`config.mk`:
```
export PLATFORM = sky130hd
export DESIGN_NAME = dbgc_console
export DESIGN_NICKNAME = d
export VERILOG_FILES = /design/src/rtl/dbgc_pkg.sv /design/src/rtl/dbgc_fifo.sv /design/src/rtl/dbgc_irq.sv /design/src/rtl/dbgc_ctrl.sv /design/src/rtl/dbgc_console.sv
export SDC_FILE = /design/constraint.sdc
export NUM_CORES = 1
export LEC_CHECK = 0
export BUFFER_PORTS_ARGS = -buffer_cell sky130_fd_sc_hd__buf_4
export CAP_MARGIN = 40
export CORE_ASPECT_RATIO = 2
export CORE_MARGIN = 4
export CORE_UTILIZATION = 36
export CTS_BUF_LIST = sky130_fd_sc_hd__clkbuf_4
export DETAILED_ROUTE_END_ITERATION = 7
export GPL_ROUTABILITY_DRIVEN = 0
export PLACE_DENSITY = 0.52
export SLEW_MARGIN = 10
export SYNTH_ARGS = -nofsm -noshare
export SYNTH_HDL_FRONTEND = slang
export SYNTH_HIERARCHICAL = 1
export SYNTH_SLANG_ARGS = --single-unit
```
`constraint.sdc`:
```
create_clock -name clk -period 6.4 [get_ports clk]
set_input_delay 0.32 -clock clk [delete_from_list [all_inputs] [get_ports clk]]
set_output_delay 0.32 -clock clk [all_outputs]
set_load 0.03 [all_outputs]
```
`src/rtl/dbgc_pkg.sv`:
```
package dbgc_pkg;
   localparam logic REG_DATA = 1'b0;
   localparam logic REG_CTRL = 1'b1;

   localparam int CB_RX_IE   = 0;
   localparam int CB_TX_IE   = 1;
   localparam int CB_RX_PEND = 8;
   localparam int CB_TX_PEND = 9;
   localparam int CB_ACT     = 10;
   localparam int CB_OVF     = 11;
   localparam int DB_VALID   = 15;
endpackage

```
`src/rtl/dbgc_fifo.sv`:
```
module dbgc_fifo #(
   parameter int LOG_DEPTH     = 6,
   parameter bit CLEAR_STORAGE = 1'b0
) (
   input  logic               clk,
   input  logic               rst_n,
   input  logic               push,
   input  logic [7:0]         din,
   input  logic               pop,
   output logic [7:0]         dout,
   output logic [LOG_DEPTH:0] count,
   output logic               full,
   output logic               empty
);
   localparam int DEPTH = 1 << LOG_DEPTH;
   localparam int CW    = LOG_DEPTH + 1;

   logic [LOG_DEPTH-1:0] wp, rp;
   logic [CW-1:0]        cnt;
   logic [7:0]           mem [DEPTH];
   logic                 do_push, do_pop;

   assign full    = (cnt == CW'(DEPTH));
   assign empty   = (cnt == '0);
   assign do_push = push && !full;
   assign do_pop  = pop && !empty;
   assign dout    = mem[rp];
   assign count   = cnt;

   always_ff @(posedge clk or negedge rst_n) begin
      if (!rst_n) begin
         wp  <= '0;
         rp  <= '0;
         cnt <= '0;
      end else begin
         if (do_push) wp <= wp + 1'b1;
         if (do_pop)  rp <= rp + 1'b1;
         case ({do_push, do_pop})
            2'b10:   cnt <= cnt + 1'b1;
            2'b01:   cnt <= cnt - 1'b1;
            default: cnt <= cnt;
         endcase
      end
   end

   generate
      if (CLEAR_STORAGE) begin : g_clr
         always_ff @(posedge clk or negedge rst_n) begin
            if (!rst_n) begin
               for (int i = 0; i < DEPTH; i++) mem[i] <= '0;
            end else if (do_push) begin
               mem[wp] <= din;
            end
         end
      end else begin : g_plain
         always_ff @(posedge clk) begin
            if (do_push) mem[wp] <= din;
         end
      end
   endgenerate
endmodule

```
`src/rtl/dbgc_irq.sv`:
```
module dbgc_irq #(
   parameter int LOG_DEPTH = 6,
   parameter int RX_THRESH = 8,
   parameter int TX_THRESH = 8,
   parameter bit EOI_EARLY = 1'b1
) (
   input  logic [LOG_DEPTH:0] rx_cnt,
   input  logic [LOG_DEPTH:0] tx_cnt,
   input  logic               host_eoi,
   input  logic               rx_ie,
   input  logic               tx_ie,
   output logic               rx_pend,
   output logic               tx_pend,
   output logic               irq
);
   localparam int CW = LOG_DEPTH + 1;
   localparam logic [CW-1:0] DEPTH_C = CW'(1 << LOG_DEPTH);
   localparam logic [CW-1:0] RXT_C   = CW'(RX_THRESH);
   localparam logic [CW-1:0] TXT_C   = CW'(TX_THRESH);

   logic [CW-1:0] rx_free;
   logic          rx_level;
   logic          eoi_term;

   assign rx_free  = DEPTH_C - rx_cnt;
   assign rx_level = (rx_free <= RXT_C);

   generate
      if (EOI_EARLY) begin : g_eoi
         assign eoi_term = host_eoi && (rx_cnt != '0);
      end else begin : g_no_eoi
         logic unused_eoi;
         assign unused_eoi = host_eoi;
         assign eoi_term   = 1'b0;
      end
   endgenerate

   assign rx_pend = rx_level || eoi_term;
   assign tx_pend = (tx_cnt <= TXT_C);
   assign irq     = (rx_pend && rx_ie) || (tx_pend && tx_ie);
endmodule

```
`src/rtl/dbgc_ctrl.sv`:
```
module dbgc_ctrl (
   input  logic clk,
   input  logic rst_n,
   input  logic ctrl_wr,
   input  logic wr_rx_ie,
   input  logic wr_tx_ie,
   input  logic wr_clr_act,
   input  logic wr_clr_ovf,
   input  logic poll,
   input  logic ovf_evt,
   output logic rx_ie,
   output logic tx_ie,
   output logic host_act,
   output logic tx_ovf
);
   always_ff @(posedge clk or negedge rst_n) begin
      if (!rst_n) begin
         rx_ie    <= 1'b0;
         tx_ie    <= 1'b0;
         host_act <= 1'b0;
         tx_ovf   <= 1'b0;
      end else begin
         if (ctrl_wr) begin
            rx_ie <= wr_rx_ie;
            tx_ie <= wr_tx_ie;
         end
         if (poll)                         host_act <= 1'b1;
         else if (ctrl_wr && wr_clr_act)   host_act <= 1'b0;
         if (ovf_evt)                      tx_ovf <= 1'b1;
         else if (ctrl_wr && wr_clr_ovf)   tx_ovf <= 1'b0;
      end
   end
endmodule

```
`src/rtl/dbgc_console.sv`:
```
module dbgc_console #(
   parameter int LOG_DEPTH     = 6,
   parameter int RX_THRESH     = 8,
   parameter int TX_THRESH     = 8,
   parameter bit EOI_EARLY     = 1'b1,
   parameter bit CLEAR_STORAGE = 1'b0
) (
   input  logic        clk,
   input  logic        rst_n,
   input  logic        bus_sel,
   input  logic        bus_wr,
   input  logic        bus_addr,
   input  logic [31:0] bus_wdata,
   output logic [31:0] bus_rdata,
   output logic        irq,
   input  logic        host_rx_valid,
   input  logic [7:0]  host_rx_data,
   output logic        host_rx_ready,
   output logic        host_tx_valid,
   output logic [7:0]  host_tx_data,
   input  logic        host_tx_ready,
   input  logic        host_poll,
   input  logic        host_eoi
);
   import dbgc_pkg::*;

   localparam int DEPTH = 1 << LOG_DEPTH;
   localparam int CW    = LOG_DEPTH + 1;
   localparam logic [15:0] DEPTH16 = 16'(DEPTH);

   generate
      if (LOG_DEPTH < 3 || LOG_DEPTH > 15) begin : g_bad_depth
         $error("dbgc_console: LOG_DEPTH must lie in 3..15");
      end
      if (RX_THRESH < 0 || RX_THRESH > DEPTH) begin : g_bad_rxt
         $error("dbgc_console: RX_THRESH out of range");
      end
      if (TX_THRESH < 0 || TX_THRESH > DEPTH) begin : g_bad_txt
         $error("dbgc_console: TX_THRESH out of range");
      end
   endgenerate

   logic          rd_data_acc, wr_data_acc, wr_ctrl_acc;
   logic [7:0]    rx_dout;
   logic [CW-1:0] rx_cnt, tx_cnt;
   logic          rx_full, rx_empty, tx_full, tx_empty;
   logic          rx_pend, tx_pend;
   logic          rx_ie, tx_ie, host_act, tx_ovf;
   logic [15:0]   rx_left, tx_free;
   logic          unused_wdata;

   assign rd_data_acc = bus_sel && !bus_wr && (bus_addr == REG_DATA);
   assign wr_data_acc = bus_sel &&  bus_wr && (bus_addr == REG_DATA);
   assign wr_ctrl_acc = bus_sel &&  bus_wr && (bus_addr == REG_CTRL);
   assign unused_wdata = ^{bus_wdata[31:12], bus_wdata[9:8]};

   dbgc_fifo #(.LOG_DEPTH(LOG_DEPTH), .CLEAR_STORAGE(CLEAR_STORAGE)) u_rx_fifo (
      .clk   (clk),
      .rst_n (rst_n),
      .push  (host_rx_valid),
      .din   (host_rx_data),
      .pop   (rd_data_acc),
      .dout  (rx_dout),
      .count (rx_cnt),
      .full  (rx_full),
      .empty (rx_empty)
   );

   dbgc_fifo #(.LOG_DEPTH(LOG_DEPTH), .CLEAR_STORAGE(CLEAR_STORAGE)) u_tx_fifo (
      .clk   (clk),
      .rst_n (rst_n),
      .push  (wr_data_acc),
      .din   (bus_wdata[7:0]),
      .pop   (host_tx_ready),
      .dout  (host_tx_data),
      .count (tx_cnt),
      .full  (tx_full),
      .empty (tx_empty)
   );

   dbgc_irq #(
      .LOG_DEPTH (LOG_DEPTH),
      .RX_THRESH (RX_THRESH),
      .TX_THRESH (TX_THRESH),
      .EOI_EARLY (EOI_EARLY)
   ) u_irq (
      .rx_cnt   (rx_cnt),
      .tx_cnt   (tx_cnt),
      .host_eoi (host_eoi),
      .rx_ie    (rx_ie),
      .tx_ie    (tx_ie),
      .rx_pend  (rx_pend),
      .tx_pend  (tx_pend),
      .irq      (irq)
   );

   dbgc_ctrl u_ctrl (
      .clk        (clk),
      .rst_n      (rst_n),
      .ctrl_wr    (wr_ctrl_acc),
      .wr_rx_ie   (bus_wdata[CB_RX_IE]),
      .wr_tx_ie   (bus_wdata[CB_TX_IE]),
      .wr_clr_act (bus_wdata[CB_ACT]),
      .wr_clr_ovf (bus_wdata[CB_OVF]),
      .poll       (host_poll),
      .ovf_evt    (wr_data_acc && tx_full),
      .rx_ie      (rx_ie),
      .tx_ie      (tx_ie),
      .host_act   (host_act),
      .tx_ovf     (tx_ovf)
   );

   assign host_rx_ready = !rx_full;
   assign host_tx_valid = !tx_empty;
   assign rx_left       = 16'(rx_cnt) - 16'd1;
   assign tx_free       = DEPTH16 - 16'(tx_cnt);

   always_comb begin
      bus_rdata = '0;
      if (bus_sel && !bus_wr) begin
         if (bus_addr == REG_DATA) begin
            if (!rx_empty) begin
               bus_rdata[7:0]      = rx_dout;
               bus_rdata[DB_VALID] = 1'b1;
               bus_rdata[31:16]    = rx_left;
            end
         end else begin
            bus_rdata[CB_RX_IE]   = rx_ie;
            bus_rdata[CB_TX_IE]   = tx_ie;
            bus_rdata[CB_RX_PEND] = rx_pend;
            bus_rdata[CB_TX_PEND] = tx_pend;
            bus_rdata[CB_ACT]     = host_act;
            bus_rdata[CB_OVF]     = tx_ovf;
            bus_rdata[31:16]      = tx_free;
         end
      end
   end
endmodule

```
==> impl_metrics.tcl, run 1 <==
set metrics [dict create \
    status "finished clean" \
    grt_pass1_wl_mm 162 \
    synth-xor-area-share 0.00756 \
    multi_input_area_um2 10200 \
    crit_type "reg -> out" \
    drv_slew 0 \
    r2r_cells 5 \
    synth-compound-area-share 0.0394 \
    areaGrowthSynthToFinish_pct 13.2 \
    synthAdderAreaFrac 0.00619 \
    reg2reg_to "u_rx_fifo/mem[27][5]" \
    drtIter0Drc 1299 \
    clock.fmax_mhz 198 \
    cts_root_buf "clkbuf_4" \
    wl_per_cell_um 26.5 \
    ys_seq_area_frac 0.742 \
    drive_gt1_frac 0.277 \
    period_minus_slack_ps 5050 \
    crit_fanout 30 \
    finClkSkew_ps 56.2 \
    ys_top_cells_by_area "edfxtp_1, mux4_2, mux2i_1" \
    ff_latch_area_um2 31800 \
    vias 22300 \
    antenna_found_initial 3 \
    cts_resized 0 \
    yosysTopAreaCell "edfxtp_1" \
    drc 0 \
    async_flop_share 0.0394 \
    cts_inserted_buffers 232 \
    cp_slowest_stage_delay_ps 830 \
    clk_pin_slew_worst_paths_ps 80 \
    synth-simple-area-share 0.0377 \
    cp-end-kind "output port" \
    drtAntennaViolNets 0 \
    ir_worst_vdd_mv 0.278 \
    dieArea_um2 125000 \
    dp.final_hpwl_mm 74.2 \
    postSynthAreaPerCell_um2 19.4 \
    synth.top_cell.area_share 0.718 \
    first_pass_iters 5 \
    grt_max_degree 73 \
    std_cell_rows 178 \
    port_buffers 66 \
    viasPerCell 5.30 \
    hold_path.class "in -> async" \
    clk_latency_ps 1130 \
    place_area_um2 45100 \
    crit_slowest_cell "dfrtp_2" \
    overflow 0 \
    period_share 0.789 \
    cts.sinks 1066 \
    die_w_um 252 \
    track_usage 0.179 \
    cp.required_ps 6080 \
    synth_flop_cell "edfxtp_1" \
    tightest_slew_ps 985 \
    cts_tree "done" \
    power_density_nw_per_um2 400 \
    rsz0062_at_grt "no" \
    p_leak_nw 16.0 \
    tns_ps 0 \
    fp.coreArea_um2 118000 \
    max_slew_margin 0.325 \
    rrSetupSlack_ps 2740 \
    synth_top_family_by_area "multiplexers" \
    finalSetupViolations 0 \
    grt_pass1_vias 24100 \
    r2r_start "u_rx_fifo/count[3]" \
    ys_ff_latch 1066 \
    finalHoldViolCount 0 \
    ioPinCount 92 \
    worstPathCellList "buf_4 -> or3b_1 -> o22ai_1 -> a211o_2 -> o22ai_1 -> a211oi_1 -> buf_4" \
    synth.mux.area_fraction 0.146 \
    start_util 0.363 \
    yosys_warnings 6 \
    cts_setup_buffers 0 \
    design_area_um2 48500 \
    wirelength_mm 111 \
    timing.max_cap.violations 0 \
    fillers 10700 \
    cts_max_level 4 \
    nets 2558 \
    p_total_w 0.0194 \
    synth_edf_count 1024 \
    crit_arrival_ps 4730 \
    cts_buffer_depth 3 \
    die_h_um 496 \
    ys_types 73 \
    syn-instance-count 2214 \
    synth_area_um2 42900 \
    start_kind "flop" \
]
[worst max-delay path by stage]
| stage | startpoint | endpoint | cells past startpoint | slack [ps] |
|---|---|---|---|---|
| final | u_tx_fifo/rp[2] | host_tx_data[1] | 7 | 1350 |
| after global routing | u_tx_fifo/rp[0] | host_tx_data[1] | 7 | 1110 |
| after CTS | u_tx_fifo/rp[2] | host_tx_data[1] | 7 | 1140 |
| after detailed placement | u_tx_fifo/rp[2] | host_tx_data[1] | 7 | 2490 |
| after global placement | u_tx_fifo/rp[2] | host_tx_data[1] | 7 | 2490 |
| after floorplan | u_rx_fifo/count[3] | u_rx_fifo/count[6] | 11 | 3600 |
[what timing repair did]
item                       in CTS  in global routing
setup endpoints to repair       0                  0
hold endpoints to repair     1101                  0
hold buffers                   33                  0
[through the flow]
step / hold slack [ps] / setup slack [ps] / instances / utilization
floorplan: 24.4 / 3600 / 2216 / -
global placement: 436 / 2490 / 3711 / 0.379
detailed placement: 438 / 2490 / 3750 / 0.382
CTS: 79.8 / 1140 / 4194 / 0.411
global route: 173 / 1110 / 4197 / 0.411
finish: 237 / 1350 / 4199 / 0.411
[where the power goes]
| part | leakage [nW] | switching, W | internal, W |
|---|---|---|---|
| sequential | 9.72 | 0.000565 | 0.00790 |
| clock | 1.80 | 0.00255 | 0.00273 |
| combinational | 4.44 | 0.00324 | 0.00241 |
| total | 16.0 | 0.00636 | 0.0130 |
[cell usage in the layout, fill, tap and decap left out, types with 32 or more instances in the layout]
| cell type | instances |
|---|---|
| edfxtp_1 | 1024 |
| clkbuf_4 | 345 |
| mux4_2 | 195 |
| mux2i_1 | 169 |
| nor2_1 | 160 |
| buf_4 | 114 |
| o22ai_1 | 53 |
| nand2_1 | 49 |
| clkinv_1 | 48 |
| a211oi_1 | 42 |
| dfrtp_1 | 36 |
| dlygate4sd3_1 | 32 |
[synth_stat cells (15+ instances only)]
cell type and instances:
a211oi_1 42, a22oi_1 23, and3_1 24, buf_2 37
buf_4 24, buf_6 22, clkbuf_1 30, dfrtp_1 42
edfxtp_1 1024, ha_1 18, inv_1 26, mux2_2 17
mux2i_1 169, mux4_2 195, nand2_1 49, nand3_1 19
nor2_1 160, o21ai_0 15, o22ai_1 53, xnor2_1 26
[registers in the layout, indices dropped and copies added (netlist names)]
signal,flops
u_rx_fifo/mem,512
u_tx_fifo/mem,512
u_rx_fifo/count,7
u_tx_fifo/count,7
u_rx_fifo/rp,6
u_rx_fifo/wp,6
u_tx_fifo/rp,6
u_tx_fifo/wp,6
u_ctrl/host_act,1
u_ctrl/rx_ie,1
u_ctrl/tx_ie,1
u_ctrl/tx_ovf,1
[per-layer routing]
layer | part of all wire | global-route usage
met5 | 0.000063 | 0
met2 | 0.58 | 0.350
met1 | 0.32 | 0.172
met3 | 0.038 | 0.0309
met4 | 0.063 | 0.107
[cell families after synthesis]
family,after synthesis
AO/OA/AOI/OAI,228
XOR/XNOR,37
adder cells (fa/ha/maj),20
buffers and inverters,150
flip-flops,1066
multiplexers,381
other,1
AND/OR/NAND/NOR,331
[final cells by class]
| type | count | share of cell area |
|---|---|---|
| multi-input cells | 1000 | 0.210 |
| well taps | 1530 | 0.0395 |
| inverters | 27 | 0.00209 |
| repair buffers | 162 | 0.0297 |
| clock inverters | 66 | 0.00926 |
| diodes | 3 | 0.000155 |
| clock buffers | 345 | 0.0534 |
| flip-flops and latches | 1066 | 0.656 |
[critical path, delay by kind of cell, from the launching register on]
family | cells | cell delay [ps]
AO/OA/AOI/OAI | 4 | 1310
buffers and inverters | 2 | 750
AND/OR/NAND/NOR | 1 | 650
flip-flops | 1 | 830
Power figures use the tool's default switching activity.
==> run 2: changes to the inputs <==
Clock period 6.4 ns to 5 ns, I/O delays scaled along.
==> impl_metrics.tcl, run 2 (synthesized netlist as in run 1, its figures left out) <==
set metrics [dict create \
    routed.top_layer "met5" \
    crit_fanout 26 \
    rrSetupSlack_ps 1580 \
    r2r_start "u_rx_fifo/count[3]" \
    ioPinCount 92 \
    tns_ps 0 \
    period_minus_slack_ps 4710 \
    areaGrowthSynthToFinish_pct 12.9 \
    max_slew_margin 0.375 \
    crit_type "reg -> out" \
    overflow 0 \
    start_util 0.363 \
    port_buffers 66 \
    status "finished clean" \
    layout.cells.non_filler 4202 \
    largestRegisters "u_rx_fifo/mem x512, u_tx_fifo/mem x512" \
    fp.coreArea_um2 118000 \
    p_leak_nw 15.9 \
    clock.fmax_mhz 212 \
    drtIter0Drc 1352 \
    tightest_slew_ps 931 \
    die_h_um 496 \
    clk_pin_slew_worst_paths_ps 70 \
    clk_latency_ps 1150 \
    track_usage 0.179 \
    cp.required_ps 4750 \
    viasPerCell 5.28 \
    first_pass_iters 5 \
    grt_max_degree 66 \
    fillers 10600 \
    dr_wl_met2_mm 64.4 \
    cts_buffer_depth 3 \
    dp.final_hpwl_mm 74.9 \
    power_density_nw_per_um2 512 \
    reg2reg_to "u_rx_fifo/mem[51][6]" \
    drv_slew 0 \
    r2r_cells 6 \
    p_total_w 0.0247 \
    cts_tree "done" \
    rsz0062_at_grt "no" \
    grt_pass1_vias 24200 \
    hold_ws_ps 212 \
    wirelength_mm 111 \
    final_cell_mix "edfxtp_1, clkbuf_4, mux4_2, mux2i_1, nor2_1" \
    cts_root_buf "clkbuf_4" \
    cts_max_level 4 \
    nets 2551 \
    hold_path.class "in -> async" \
    vias 22200 \
    met1Wirelength_mm 35.4 \
    cts_inserted_buffers 231 \
    antenna_found_initial 3 \
    die_w_um 252 \
    period_share 0.942 \
    drc 0 \
    ir_worst_vdd_mv 0.422 \
    std_cell_rows 178 \
    grt_pass1_wl_mm 163 \
    finClkSkew_ps 65.3 \
    wl_per_cell_um 26.5 \
    dp.cells 3746 \
    cp-end-kind "output port" \
    timing.max_cap.violations 0 \
    multi_input_area_um2 10200 \
    final_common_cell "edfxtp_1" \
    start_kind "flop" \
    dieArea_um2 125000 \
    cts_setup_buffers 0 \
    cts.sinks 1066 \
    ff_latch_area_um2 31800 \
    drtAntennaViolNets 0 \
    drive_gt1_frac 0.275 \
    finalHoldViolCount 0 \
    finalSetupViolations 0 \
    wl_met3_mm 4.71 \
    crit_arrival_ps 4460 \
]
==> run 2: critical path, cell delays in order, from the launching register on <==
cell and delay (ps):
dfrtp_4 780, buf_4 400, mux4_2 550, mux2i_1 610, a22oi_1 210, and3_1 280
a22o_1 280, buf_4 180
==> run 2: final cells by class <==
cell class | instances | area share
inverter | 27 | 0.00210
clock buffer | 338 | 0.0525
clock inverter | 82 | 0.00960
timing repair buffer | 156 | 0.0277
antenna | 3 | 0.000155
sequential | 1066 | 0.658
tap | 1530 | 0.0396
multi-input combinational | 1000 | 0.211
==> run 2: how the worst max path moves through the flow <==
stage,start,end,slack [ps],depth (start not counted)
after detailed placement,u_rx_fifo/rp[0],bus_rdata[0],1360,7
after CTS,u_rx_fifo/rp[0],bus_rdata[0],4,7
after floorplan,u_rx_fifo/count[3],u_rx_fifo/count[6],2200,11
after global routing,u_rx_fifo/rp[0],bus_rdata[0],10,8
final,u_rx_fifo/rp[0],bus_rdata[0],290,7
after global placement,u_tx_fifo/rp[1],host_tx_data[1],1310,6
==> run 2: per-layer routing <==
| layer | up-vias | GRT usage |
|---|---|---|
| met2 | 643 | 0.351 |
| li1 | 9737 | - |
| met4 | 2 | 0.102 |
| met5 | - | 0 |
| met3 | 270 | 0.0390 |
| met1 | 11500 | 0.168 |
==> run 2: per-stage QoR <==
| step | setup WS [ps] | utilization | cell area, µm² |
|---|---|---|---|
| after floorplan | 2200 | - | 42900 |
| after global placement | 1310 | 0.380 | 44900 |
| after detailed placement | 1360 | 0.381 | 45000 |
| after CTS | 3.86 | 0.410 | 48400 |
| after global routing | 10.3 | 0.410 | 48400 |
| final | 289 | 0.410 | 48400 |
==> run 2: report_power, final <==
part           switching (W)  leakage (nW)  internal [W]
Clock                0.00331          1.77       0.00331
Sequential          0.000680          9.72        0.0101
Combinational        0.00424          4.38       0.00309
==> run 2: what timing repair did <==
item | CTS | global route
hold endpoints to repair | 1091 | 0
resized for setup | 0 | 1
hold buffers | 33 | 0
endpoints found under the setup margin | 0 | 1
